==> src/rtl/lockArbPkg.sv <==
package lockArbPkg;
  localparam int SEL_W = 8;

  typedef struct packed {
    logic             busValid;
    logic [SEL_W-1:0] sel;
  } pathCtrl_t;
endpackage

==> src/rtl/lockArbCtrl.sv <==
module lockArbCtrl
  import lockArbPkg::*;
#(
  parameter int NUM_MASTERS = 3
) (
  input  logic                   clk,
  input  logic                   rstN,
  input  logic [NUM_MASTERS-1:0] reqIn,
  input  logic [NUM_MASTERS-1:0] lockIn,
  input  logic [NUM_MASTERS-1:0] weIn,
  input  logic                   memReady,
  output pathCtrl_t              ctl,
  output logic [NUM_MASTERS-1:0] grantOut,
  output logic                   memLockOut
);
  localparam int IDX_W = (NUM_MASTERS > 1) ? $clog2(NUM_MASTERS) : 1;

  logic             active;
  logic             locked;
  logic [IDX_W-1:0] owner;
  logic [IDX_W-1:0] rrPtr;
  logic [IDX_W-1:0] pick;
  logic [IDX_W-1:0] nextPtr;
  logic             anyReq;
  logic             xferDone;
  logic             ownerLockRd;
  logic             ownerPlainWr;

  // round-robin search starting at rrPtr; smallest offset wins
  always_comb begin
    anyReq = 1'b0;
    pick   = rrPtr;
    for (int k = NUM_MASTERS - 1; k >= 0; k--) begin
      int t;
      t = int'(rrPtr) + k;
      if (t >= NUM_MASTERS) t = t - NUM_MASTERS;
      if (reqIn[t]) begin
        anyReq = 1'b1;
        pick   = IDX_W'(t);
      end
    end
  end

  assign nextPtr      = (int'(pick) == NUM_MASTERS - 1) ? '0 : pick + 1'b1;
  assign xferDone     = active && memReady && reqIn[owner];
  assign ownerLockRd  = lockIn[owner] && !weIn[owner];
  assign ownerPlainWr = weIn[owner] && !lockIn[owner];

  always_ff @(posedge clk) begin
    if (!rstN) begin
      active <= 1'b0;
      locked <= 1'b0;
      owner  <= '0;
      rrPtr  <= '0;
    end else if (active) begin
      if (xferDone) begin
        active <= 1'b0;
        if (ownerLockRd)       locked <= 1'b1;
        else if (ownerPlainWr) locked <= 1'b0;
      end
    end else if (locked) begin
      if (reqIn[owner]) active <= 1'b1;
    end else if (anyReq) begin
      active <= 1'b1;
      owner  <= pick;
      rrPtr  <= nextPtr;
    end
  end

  for (genvar i = 0; i < NUM_MASTERS; i++) begin : gGrant
    assign grantOut[i] = active && (owner == IDX_W'(i));
  end

  assign memLockOut   = locked || (active && lockIn[owner]);
  assign ctl.busValid = active;
  assign ctl.sel      = SEL_W'(owner);

  assert_grant_onehot_R1: assert property (@(posedge clk) disable iff (!rstN)
    $onehot0(grantOut));

  assert_grant_hold_R2: assert property (@(posedge clk) disable iff (!rstN)
    (active && !xferDone) |=> (active && $stable(owner)));

  assert_lock_open_R5: assert property (@(posedge clk) disable iff (!rstN)
    (xferDone && ownerLockRd) |=> (locked && memLockOut));

  assert_lock_exclusive_R6: assert property (@(posedge clk) disable iff (!rstN)
    locked |=> $stable(owner));

  assert_lock_release_R7: assert property (@(posedge clk) disable iff (!rstN)
    (xferDone && ownerPlainWr) |=> !locked);

  assert_lock_keep_R9: assert property (@(posedge clk) disable iff (!rstN)
    (locked && xferDone && lockIn[owner]) |=> locked);
endmodule

==> src/rtl/lockArbPath.sv <==
module lockArbPath
  import lockArbPkg::*;
#(
  parameter int NUM_MASTERS = 3,
  parameter int ADDR_W      = 8,
  parameter int DATA_W      = 16
) (
  input  logic                          clk,
  input  logic                          rstN,
  input  pathCtrl_t                     ctl,
  input  logic [NUM_MASTERS-1:0]        reqIn,
  input  logic [NUM_MASTERS-1:0]        weIn,
  input  logic [NUM_MASTERS*ADDR_W-1:0] addrIn,
  input  logic [NUM_MASTERS*DATA_W-1:0] wdataIn,
  input  logic [DATA_W-1:0]             memRdata,
  output logic                          memReqOut,
  output logic                          memWeOut,
  output logic [ADDR_W-1:0]             memAddrOut,
  output logic [DATA_W-1:0]             memWdataOut,
  output logic [DATA_W-1:0]             rdataOut
);
  localparam int IDX_W = (NUM_MASTERS > 1) ? $clog2(NUM_MASTERS) : 1;

  logic [ADDR_W-1:0] addrArr [NUM_MASTERS];
  logic [DATA_W-1:0] dataArr [NUM_MASTERS];
  logic [IDX_W-1:0]  sel;

  for (genvar i = 0; i < NUM_MASTERS; i++) begin : gUnpack
    assign addrArr[i] = addrIn[i*ADDR_W +: ADDR_W];
    assign dataArr[i] = wdataIn[i*DATA_W +: DATA_W];
  end

  assign sel = ctl.sel[IDX_W-1:0];

  always_comb begin
    memReqOut   = 1'b0;
    memWeOut    = 1'b0;
    memAddrOut  = '0;
    memWdataOut = '0;
    if (ctl.busValid) begin
      memReqOut   = reqIn[sel];
      memWeOut    = weIn[sel];
      memAddrOut  = addrArr[sel];
      memWdataOut = dataArr[sel];
    end
  end

  assign rdataOut = memRdata;

  assert_req_granted_R4: assert property (@(posedge clk) disable iff (!rstN)
    memReqOut |-> (ctl.busValid && reqIn[sel]));
endmodule

==> src/rtl/lockArb.sv <==
module lockArb
  import lockArbPkg::*;
#(
  parameter int NUM_MASTERS = 3,
  parameter int ADDR_W      = 8,
  parameter int DATA_W      = 16
) (
  input  logic                          clk,
  input  logic                          rstN,
  input  logic [NUM_MASTERS-1:0]        reqIn,
  input  logic [NUM_MASTERS-1:0]        lockIn,
  input  logic [NUM_MASTERS-1:0]        weIn,
  input  logic [NUM_MASTERS*ADDR_W-1:0] addrIn,
  input  logic [NUM_MASTERS*DATA_W-1:0] wdataIn,
  output logic [NUM_MASTERS-1:0]        grantOut,
  output logic [DATA_W-1:0]             rdataOut,
  output logic                          memReqOut,
  output logic                          memWeOut,
  output logic [ADDR_W-1:0]             memAddrOut,
  output logic [DATA_W-1:0]             memWdataOut,
  input  logic [DATA_W-1:0]             memRdata,
  input  logic                          memReady,
  output logic                          memLockOut
);
  pathCtrl_t ctl;

  lockArbCtrl #(.NUM_MASTERS(NUM_MASTERS)) u_ctrl (
    .clk        (clk),
    .rstN       (rstN),
    .reqIn      (reqIn),
    .lockIn     (lockIn),
    .weIn       (weIn),
    .memReady   (memReady),
    .ctl        (ctl),
    .grantOut   (grantOut),
    .memLockOut (memLockOut)
  );

  lockArbPath #(.NUM_MASTERS(NUM_MASTERS), .ADDR_W(ADDR_W), .DATA_W(DATA_W)) u_path (
    .clk         (clk),
    .rstN        (rstN),
    .ctl         (ctl),
    .reqIn       (reqIn),
    .weIn        (weIn),
    .addrIn      (addrIn),
    .wdataIn     (wdataIn),
    .memRdata    (memRdata),
    .memReqOut   (memReqOut),
    .memWeOut    (memWeOut),
    .memAddrOut  (memAddrOut),
    .memWdataOut (memWdataOut),
    .rdataOut    (rdataOut)
  );
endmodule

==> config.mk <==
export PLATFORM = sky130hd
export DESIGN_NAME = lockArb
export DESIGN_NICKNAME = d
export VERILOG_FILES = /design/src/rtl/lockArbPkg.sv /design/src/rtl/lockArbCtrl.sv /design/src/rtl/lockArbPath.sv /design/src/rtl/lockArb.sv
export SDC_FILE = /design/constraint.sdc
export NUM_CORES = 1
export LEC_CHECK = 0
export BUFFER_PORTS_ARGS = -buffer_cell sky130_fd_sc_hd__buf_4
export CAP_MARGIN = 20
export CORE_MARGIN = 2
export CORE_UTILIZATION = 35
export CTS_CLUSTER_SIZE = 16
export DETAILED_ROUTE_END_ITERATION = 10
export GPL_TIMING_DRIVEN = 0
export PLACE_DENSITY = 0.81
export REMOVE_ABC_BUFFERS = 1
export SYNTH_ARGS = -nofsm -noshare
export SYNTH_HDL_FRONTEND = slang
export SYNTH_SLANG_ARGS = --single-unit
==> constraint.sdc <==
create_clock -name clk -period 2.2 [get_ports clk]
set_input_delay 0.11 -clock clk [delete_from_list [all_inputs] [get_ports clk]]
set_output_delay 0.11 -clock clk [all_outputs]
set_load 0.02 [all_outputs]
==> results.toml <==
[floorplan]
start_util_pct = 36.5
io_pins = 146
die_y_um = 65.8
die_w_um = 65.8
rows = 22
dieArea_um2 = 4320
coreArea_um2 = 3660

[drt]
drc_errors = 0
antenna_left = 0
vias_per_cell = 5.00
vias = 1684
drt_iter0_drc = 70
drtPass1Iterations = 4
wl_per_cell_um = 13.4
wl_um = 4500

[outcome]
outcome = "complete, no violations"

[placed_design]
dp_hpwl_um = 3510
portBuffers = 113
dpl.cell_count = 334
gp_congestion = 0.806

[cts]
clk_pin_slew_ns = 0.04
cts_hold_buf = 0
cts_tree = "built"
numCtsBuffers = 3
cts_root_buffer = "clkbuf_8"
cts-htree-levels = 1
cts_buffer_depth = 2
insertion_delay_ns = 0.22
cts_sinks = 6

[yosys]
synth_warnings = 0
async_reset_ff_share_pct = 0
synth_enable_flop_cells = 0
synth_cell_type_count = 32
synth_area_leaders = "mux2i_1, nor2_1, a21oi_1, buf_4, dfxtp_1"
synthCells = 201
synth_top_area_share_pct = 22.5
syn_area_per_cell_um2 = 6.64
yosysSeqAreaShare_pct = 9.00
synth_area_um2 = 1340
synth_ff_type = "dfxtp_1"
ys_seq_elements = 6
synth_commonest_cells = "nor2_1, mux2i_1, a21oi_1"
synth.largest_area_cell = "mux2i_1"
synth_most_common_cell = "nor2_1"

[timing]
max_clock_freq_ghz = 0.500
fin_setup_tns_ns = 0
post-route-period-util_pct = 90.8
fin_crit_ns = 2.00
setup-violations-final = 0
rsz0062_at_grt = "no"
hold_viol_final = 0
relSlewSlack_pct = 41.1
slew_violations = 0
worst_pin_slew_ns = 0.883
skew_ns = 0.00294

[setup_path]
crit_arrival_ns = 2.11
reg2reg_to = "u_ctrl.locked$_SDFFE_PN0P_"
r2r_slack_ns = 0.20
worstSetupStartpoint = "u_ctrl.owner[1]$_SDFFE_PN0P_"
path_class = "reg -> reg"
reg2reg_from = "u_ctrl.owner[1]$_SDFFE_PN0P_"
cp-end-kind = "flip-flop"
cp_data_required_time_ns = 2.31
crit_path_start_kind = "flip-flop"
crit_fanout = 32
rr_worst_depth = 7

[global_routing]
grt_pass1_wl_um = 6820
grt_use_total_pct = 20.0
grt-ovfl-total = 0
grt_max_degree = 33
antenna_found_initial = 0
grt_pass1_vias = 1539

[power]
vdd_drop_max_mv = 0.400
p_per_area_nw_per_um2 = 1010
p_leak_nw = 1.04

[job]
maxCapViolations = 0

[worst_hold_path]
whs_endpoint = "u_ctrl.rrPtr[0]$_SDFFE_PN0P_"
hold_start = "rstN"
hold_path_depth = 2
hold_path.class = "in -> reg"

[cells_and_area]
nets = 396
n_antenna_cell = 0
drive_gt1_share_pct = 44.3
fin_cells = 337
nFillCells = 374
area_delta_synth_final_pct = 60.3
==> layout make-up <==
class | count | area, µm² | area share [%]
Multi-Input combinational cell | 161 | 1020 | 47.5
Timing Repair Buffer | 114 | 876 | 40.9
Sequential cell | 6 | 128 | 5.96
Tap cell | 48 | 60.1 | 2.81
Clock buffer | 3 | 41.3 | 1.93
Inverter | 5 | 18.8 | 0.877
==> cell families after synthesis <==
logic type / share of synthesized area [%]
AOI/OAI and AO/OA: 22.3
adders and majority gates: 4.69
buffers and inverters: 15.1
DFF: 9.00
muxes: 23.3
and+or+nand+nor: 25.6
==> cells in the final DEF, fill, tap and decap left out, types with 2 or more instances in the layout <==
master,count
ha_1,5
buf_4,113
dfxtp_1,4
mux2i_1,30
inv_1,5
a21o_1,2
a211oi_1,2
nor2_1,56
nand2_1,8
clkbuf_8,3
dfxtp_4,2
nor2b_1,4
o21ai_0,3
nand2b_1,2
nor3_1,3
a21oi_1,28
o21ai_2,2
==> worst max-delay path by stage <==
stage / to / slack [ns] / cells past startpoint
after floorplan: u_ctrl.locked$_SDFFE_PN0P_ / -0.72 / 7
after global placement: u_ctrl.locked$_SDFFE_PN0P_ / -1.65 / 6
after detailed placement: u_ctrl.locked$_SDFFE_PN0P_ / -0.36 / 7
after CTS: u_ctrl.locked$_SDFFE_PN0P_ / 0.009 / 7
after global routing: u_ctrl.locked$_SDFFE_PN0P_ / 0.03 / 7
final: u_ctrl.locked$_SDFFE_PN0P_ / 0.20 / 7
==> metal layers <==
| layer | GRT usage, % | vias to the layer above | part of all wire [%] | wire (µm) |
|---|---|---|---|---|
| li1 | - | 847 | - | - |
| met1 | 23.2 | 739 | 40 | 1780 |
| met2 | 33.0 | 92 | 48 | 2170 |
| met3 | 7.53 | 6 | 11 | 485 |
| met4 | 7.29 | 0 | 1.4 | 61 |
| met5 | 2.78 | - | 0 | 0 |
==> per-stage QoR <==
stage / worst slack [ns] / utilization, % / hold slack [ns] / area (µm²) / total power [mW]
2_1_floorplan: -0.718 / - / 0.220 / 1150 / 1.37
3_3_place_gp: -1.65 / 56.3 / 0.220 / 2060 / 1.96
3_5_place_dp: -0.361 / 57.1 / 0.220 / 2090 / 2.01
4_1_cts: 0.00917 / 58.4 / 0.173 / 2140 / 2.18
5_1_grt: 0.0344 / 58.4 / 0.197 / 2140 / 2.35
6_report: 0.202 / 58.4 / 0.174 / 2140 / 2.16
==> repair_timing <==
action                     in CTS  in global routing
setup buffers                   0                  0
setup endpoints to repair      28                  1
gates resized for setup         2                  1
==> worst max-delay path: stages (launching register included) <==
cell,delay [ns]
dfxtp_4,0.67
mux2i_1,0.25
nor2_1,0.05
a21oi_1,0.17
ha_1,0.27
nor3_2,0.19
mux2i_1,0.21
nor2_1,0.05
==> where the power goes <==
group          leakage (nW)  total (mW)  switching [mW]  internal, mW
registers            0.0508       0.332           0.179         0.153
clock network        0.0216       0.166          0.0483         0.118
logic                 0.966        1.66           0.869         0.795
==> registers in the layout (all words and copies together), names as in the netlist <==
signal         flops
u_ctrl.rrPtr       2
u_ctrl.active      1
u_ctrl.owner       2
u_ctrl.locked      1
Power figures use the tool's default switching activity.
